$ cat src/rtl/fba_pkg.sv
// Shared definitions for the frame bus arbiter.
// Assumes an 8-bit control octet that is sent MSB first.
package fba_pkg;
    localparam int OCTET_BITS = 8;
    localparam int ADDR_W     = 3;
    localparam int BUSY_BIT   = 5;   // busy flag position within the octet
    localparam int ADDR_MSB   = 4;   // address occupies ADDR_MSB down to ADDR_MSB-ADDR_W+1

    // Role of the current slot within a frame
    typedef enum logic [2:0] {
        SLOT_OTHER,
        SLOT_PRE,
        SLOT_BUSY,
        SLOT_A2,
        SLOT_A1,
        SLOT_A0
    } slot_role_e;
endpackage

$ cat src/rtl/fba_slot_timer.sv
// Slot position tracker. Counts bit strobes from frame_sync and names the
// role of the slot being strobed. Assumes frame_sync only arrives together
// with bit_strobe. The role is only meaningful while bit_strobe is high.
module fba_slot_timer
    import fba_pkg::*;
#(
    parameter int FRAME_SLOTS = 16,
    parameter int CTL_OFFSET  = 8
) (
    input  logic       clk,
    input  logic       rst_n,
    input  logic       frame_sync,
    input  logic       bit_strobe,
    output slot_role_e role
);
    localparam int CW        = $clog2(FRAME_SLOTS);
    localparam int BUSY_SLOT = CTL_OFFSET + (OCTET_BITS - 1 - BUSY_BIT);
    localparam int A2_SLOT   = CTL_OFFSET + (OCTET_BITS - 1 - ADDR_MSB);

    logic [CW-1:0] cnt_q;
    logic [CW-1:0] slot_now;

    assign slot_now = frame_sync ? '0 : cnt_q;

    // Advance the slot counter on every strobe, wrapping at the frame length
    always_ff @(posedge clk) begin
        if (!rst_n) begin
            cnt_q <= '0;
        end else if (bit_strobe) begin
            cnt_q <= (slot_now == CW'(FRAME_SLOTS - 1)) ? '0 : slot_now + 1'b1;
        end
    end

    // Decode the role of the current slot
    always_comb begin
        role = SLOT_OTHER;
        if (slot_now == CW'(BUSY_SLOT - 1))    role = SLOT_PRE;
        else if (slot_now == CW'(BUSY_SLOT))   role = SLOT_BUSY;
        else if (slot_now == CW'(A2_SLOT))     role = SLOT_A2;
        else if (slot_now == CW'(A2_SLOT + 1)) role = SLOT_A1;
        else if (slot_now == CW'(A2_SLOT + 2)) role = SLOT_A0;
    end
endmodule

$ cat src/rtl/fba_backoff.sv
// Back-off tracker. A win demotes the device. It is promoted again after
// FREE_FRAMES consecutive busy-slot samples that read free. A busy sample
// restarts the run. Assumes won and sample_en never coincide.
module fba_backoff #(
    parameter int FREE_FRAMES = 2
) (
    input  logic clk,
    input  logic rst_n,
    input  logic sample_en,
    input  logic bus_free,
    input  logic won,
    output logic demoted
);
    localparam int BW = $clog2(FREE_FRAMES + 1);

    logic [BW-1:0] run_q;

    // Count consecutive free frames and release the demotion
    always_ff @(posedge clk) begin
        if (!rst_n) begin
            run_q   <= '0;
            demoted <= 1'b0;
        end else if (won) begin
            run_q   <= '0;
            demoted <= 1'b1;
        end else if (sample_en) begin
            if (bus_free) begin
                if (run_q != BW'(FREE_FRAMES)) run_q <= run_q + 1'b1;
                if (demoted && run_q == BW'(FREE_FRAMES - 1)) demoted <= 1'b0;
            end else begin
                run_q <= '0;
            end
        end
    end
endmodule

$ cat src/rtl/fba_stopgo.sv
// Stop/go capture. Samples the stop/go line at the busy slot and holds the
// transmit enable until the next frame. A line value of 1 means stop.
module fba_stopgo (
    input  logic clk,
    input  logic rst_n,
    input  logic sample_en,
    input  logic sg_rx,
    output logic tx_enable
);
    // Latch the inverted stop flag once per frame
    always_ff @(posedge clk) begin
        if (!rst_n)         tx_enable <= 1'b0;
        else if (sample_en) tx_enable <= !sg_rx;
    end
endmodule

$ cat src/rtl/fba_bus_arbiter.sv
// Frame bus access arbiter, top level. Contends once per frame on a
// wired-AND address field, holds the bus by pulling the busy flag low, and
// backs off after a win. Assumes an open-drain line where 0 dominates.
// The drive value for a slot is set on the strobe of the slot before it.
module fba_bus_arbiter
    import fba_pkg::*;
#(
    parameter int FRAME_SLOTS = 16,
    parameter int CTL_OFFSET  = 8,
    parameter int FREE_FRAMES = 2
) (
    input  logic              clk,
    input  logic              rst_n,
    input  logic              frame_sync,
    input  logic              bit_strobe,
    input  logic              req_sw,
    input  logic              req_tx,
    input  logic [ADDR_W-1:0] my_addr,
    input  logic              ctl_rx,
    input  logic              sg_rx,
    output logic              ctl_drive_low,
    output logic              owned,
    output logic              grant,
    output logic              lost,
    output logic              tx_enable
);
    slot_role_e slot_role;
    logic       demoted;
    logic       req;
    logic       contend_q;
    logic       cur_bit, nxt_bit, clash, keep, start;
    logic       busy_sample, win_now;

    fba_slot_timer #(
        .FRAME_SLOTS(FRAME_SLOTS),
        .CTL_OFFSET (CTL_OFFSET)
    ) u_timer (
        .clk       (clk),
        .rst_n     (rst_n),
        .frame_sync(frame_sync),
        .bit_strobe(bit_strobe),
        .role      (slot_role)
    );

    assign req         = req_sw | req_tx;
    assign busy_sample = bit_strobe && (slot_role == SLOT_BUSY);

    // Select the address bit of this slot and of the next slot
    always_comb begin
        cur_bit = 1'b1;
        nxt_bit = 1'b1;
        case (slot_role)
            SLOT_BUSY: nxt_bit = my_addr[2];
            SLOT_A2: begin cur_bit = my_addr[2]; nxt_bit = my_addr[1]; end
            SLOT_A1: begin cur_bit = my_addr[1]; nxt_bit = my_addr[0]; end
            SLOT_A0: cur_bit = my_addr[0];
            default: ;
        endcase
        clash = contend_q && cur_bit && !ctl_rx;
        keep  = contend_q && !clash;
        start = !owned && req && !demoted && ctl_rx;
    end

    assign win_now = bit_strobe && (slot_role == SLOT_A0) && keep;

    fba_backoff #(
        .FREE_FRAMES(FREE_FRAMES)
    ) u_backoff (
        .clk      (clk),
        .rst_n    (rst_n),
        .sample_en(busy_sample),
        .bus_free (ctl_rx),
        .won      (win_now),
        .demoted  (demoted)
    );

    fba_stopgo u_stopgo (
        .clk      (clk),
        .rst_n    (rst_n),
        .sample_en(busy_sample),
        .sg_rx    (sg_rx),
        .tx_enable(tx_enable)
    );

    // Per-slot arbitration: release, contend, compare, and set the next drive
    always_ff @(posedge clk) begin
        if (!rst_n) begin
            owned         <= 1'b0;
            contend_q     <= 1'b0;
            ctl_drive_low <= 1'b0;
            grant         <= 1'b0;
            lost          <= 1'b0;
        end else begin
            grant <= 1'b0;
            lost  <= 1'b0;
            if (bit_strobe) begin
                case (slot_role)
                    SLOT_PRE: begin
                        if (owned && !req) owned <= 1'b0;
                        ctl_drive_low <= owned && req;
                    end
                    SLOT_BUSY: begin
                        contend_q     <= start;
                        ctl_drive_low <= (start || owned) && !nxt_bit;
                    end
                    SLOT_A2, SLOT_A1: begin
                        lost          <= clash;
                        contend_q     <= keep;
                        ctl_drive_low <= (keep || owned) && !nxt_bit;
                    end
                    SLOT_A0: begin
                        lost          <= clash;
                        contend_q     <= 1'b0;
                        ctl_drive_low <= 1'b0;
                        if (keep) begin
                            owned <= 1'b1;
                            grant <= 1'b1;
                        end
                    end
                    default: ctl_drive_low <= 1'b0;
                endcase
            end
        end
    end
endmodule

$ cat config.mk
export PLATFORM = sky130hd
export DESIGN_NAME = fba_bus_arbiter
export DESIGN_NICKNAME = d
export VERILOG_FILES = /design/src/rtl/fba_pkg.sv /design/src/rtl/fba_slot_timer.sv /design/src/rtl/fba_backoff.sv /design/src/rtl/fba_stopgo.sv /design/src/rtl/fba_bus_arbiter.sv
export SDC_FILE = /design/constraint.sdc
export NUM_CORES = 1
export LEC_CHECK = 0
export BUFFER_PORTS_ARGS = -buffer_cell sky130_fd_sc_hd__buf_2
export CAP_MARGIN = 10
export CORE_UTILIZATION = 45
export DETAILED_ROUTE_END_ITERATION = 16
export PLACE_DENSITY = 0.66
export SLEW_MARGIN = 20
export SYNTH_ARGS = -nofsm -noshare
export SYNTH_HDL_FRONTEND = slang
export SYNTH_HIERARCHICAL = 1
export SYNTH_SLANG_ARGS = --single-unit
$ cat constraint.sdc
create_clock -name clk -period 3.7 [get_ports clk]
set_clock_uncertainty 0.15 [all_clocks]
set_input_delay 0.37 -clock clk [delete_from_list [all_inputs] [get_ports clk]]
set_output_delay 0.37 -clock clk [all_outputs]
set_load 0.03 [all_outputs]
==> reports/metrics.yaml <==
root_buffer: "clkbuf_4"
synth_cell_types: 41
postRouteAntennaNets: 0
grt_pass1_vias: 720
yosysWarningCount: 6
antenna_found_initial: 0
min_path_type: "input pin to flop"
power_mw: 0.264
post_cts_buffers: 0
slowest_stage: "a21oi_1"
first_iter_violations: 30
diodes: 0
syn_area_um2: 937
synth_top_flop_cell: "dfxtp_1"
status: "finished, final reports clean"
rsz0062_at_grt: "false"
htree_num_levels: 1
clock_sinks: 13
irDropWorstVdd_v: 0.000227
synthTopCellsByArea: "dfxtp_1, ha_1, nand3b_1"
cts_buffer_depth: 2
core-area_um2: 1960
num_io_pins: 16
crit_arrival_ns: 3.09
cts_tree: "done"
postSynthCellCount: 113
cts_made_buffers: 3
max_freq_mhz: 330
hold_viol: 0
drcViolationCount: 0
wl_per_cell_um: 12.5
drt-total-wl_um: 1990
maxCapViolCount: 0
min_period_over_period_pct: 81.9
place.gp.congestion: 0.809
clk_latency_ns: 0.28
synth.avg_cell_area_um2: 8.29
clk_pin_slew_ns: 0.09
async_flop_share_pct: 0
slew_headroom_pct: 61.8
synth_top_area_share_pct: 27.8
drive_above_1_share_pct: 19.7
grt_max_degree: 16
num_rows: 16
static-leakage-power_nw: 0.457
drv_slew: 0
grt_pass1_wl_um: 2940
syn-num-nets: 132
vias: 880
critPathMaxFanout: 7
end_kind: "flop"
fp.dieArea_um2: 2270
cp_data_required_time_ns: 3.76
portBuffers: 15
tightest_slew_ns: 0.573
fin_nets: 152
fp.dieH_um: 47.6
setup-violations-final: 0
setup_tns_ns: 0
ys_seq_area_share_pct: 27.8
dpl.hpwl_um: 1450
grtUsageTotal_pct: 18.7
cts-resized-gates: 0
cts_hold_buf: 0
fp.dieW_um: 47.6
areaGrowthSynthToFinish_pct: 14.4
start_util_pct: 47.8
path_common_cell: "a21oi_1"
setup.worst_path.start_class: "flop"
cp_slowest_stage_delay_ns: 0.46
p_per_area_nw_per_um2: 246
drt_first_pass_iters: 5
synth-seq-cells: 13
synth-edff-count: 0
synth.most_common_cell: "dfxtp_1"
path_cells: "nand2_1, inv_1, ha_1, nor2b_1, o21bai_1, a21oi_1, nand3b_1, a21o_1, a21oi_1, nor2_1, or3b_1, o22ai_1"
min_period_ns: 3.03
vias_per_cell: 5.53
synth_common_cells: "dfxtp_1, inv_1, ha_1, nand3b_1, o21ai_0"
crit_type: "flop to flop"
overflow: 0
synth_top_area_cell: "dfxtp_1"
## kinds of logic after synthesis
| group | share of synthesized area (%) |
|---|---|
| fa+ha+maj | 10.7 |
| simple gates | 30.2 |
| flops | 27.8 |
| mux | 2.14 |
| buf+inv | 7.34 |
| compound gates | 21.9 |
## worst paths after layout
check                                  startpoint                               to  slack (ns)  cells past startpoint
setup / recovery    u_timer/cnt_q[1]$_SDFFE_PN0P_  u_backoff/run_q[1]$_SDFFE_PP0P_        0.67                     12
hold / removal                              sg_rx  u_stopgo/tx_enable$_SDFFE_PN0P_        0.19                      3
hold reg to reg   u_stopgo/tx_enable$_SDFFE_PN0P_  u_stopgo/tx_enable$_SDFFE_PN0P_        0.35                      1
setup reg to reg    u_timer/cnt_q[1]$_SDFFE_PN0P_  u_backoff/run_q[1]$_SDFFE_PP0P_        0.67                     12
## stage by stage
stage / cells / hold slack, ns / util, % / setup WS, ns / area [um^2]
floorplan: 113 / 0.311 / - / 0.849 / 937
global placement: 155 / 0.328 / 53.3 / 0.615 / 1040
detailed placement: 155 / 0.337 / 53.3 / 0.542 / 1040
CTS: 159 / 0.184 / 54.7 / 0.680 / 1070
global route: 159 / 0.195 / 54.7 / 0.382 / 1070
finish: 159 / 0.187 / 54.7 / 0.669 / 1070
## per-layer routing
layer | GRT usage, % | part of all wire, %
met2 | 31.8 | 47
met5 | 0 | 0
met3 | 6.79 | 4.8
met1 | 23.0 | 48
met4 | 3.33 | 0.20
## placed cells by master, fill, tap and decap left out, types with 2 or more instances in the layout
master    Yosys  layout
or3b_1        2       2
nor3_2        2       2
buf_2         1      15
inv_1        12      12
o21ai_0       7       7
nor4_1        2       2
clkbuf_4      0       3
nor2b_1       4       4
and3_1        3       3
nand3b_1      7       7
ha_1          8       8
o22ai_1       2       2
a31oi_1       4       4
buf_4         1       3
a21oi_1       5       5
nand2b_1      2       2
nor2_1        6       6
nor3_1        3       3
dfxtp_1      13      13
nand2_1       6       6
mux2i_1       2       2
## layout make-up
cell class	instances	area, um^2
clock inverter	1	5.00
sequential	13	260
inverter	12	45.0
timing repair buffer	18	97.6
fill	207	890
multi-input combinational	85	608
clock buffer	3	22.5
tap	27	33.8
## flip-flops by register name (all words and copies together) (netlist names)
| signal | count |
|---|---|
| u_backoff/run_q | 2 |
| u_backoff/demoted | 1 |
| u_timer/cnt_q | 4 |
| u_stopgo/tx_enable | 1 |
| grant | 1 |
| owned | 1 |
| contend_q | 1 |
| lost | 1 |
| ctl_drive_low | 1 |
## report_power, final
part	internal, mW	switching [mW]	total, mW
Clock	0.0402	0.0522	0.0924
Sequential	0.142	0.00165	0.143
Combinational	0.0120	0.0162	0.0282
## worst max-delay path: cells and delay by family (launching register included)
family                     cells  cell delay [ns]
AOI/OAI and AO/OA              5             1.16
adders and majority gates      1             0.23
buffers and inverters          1             0.10
DFF                            1             0.39
and+or+nand+nor                5             0.93
Power figures use the tool's default switching activity.
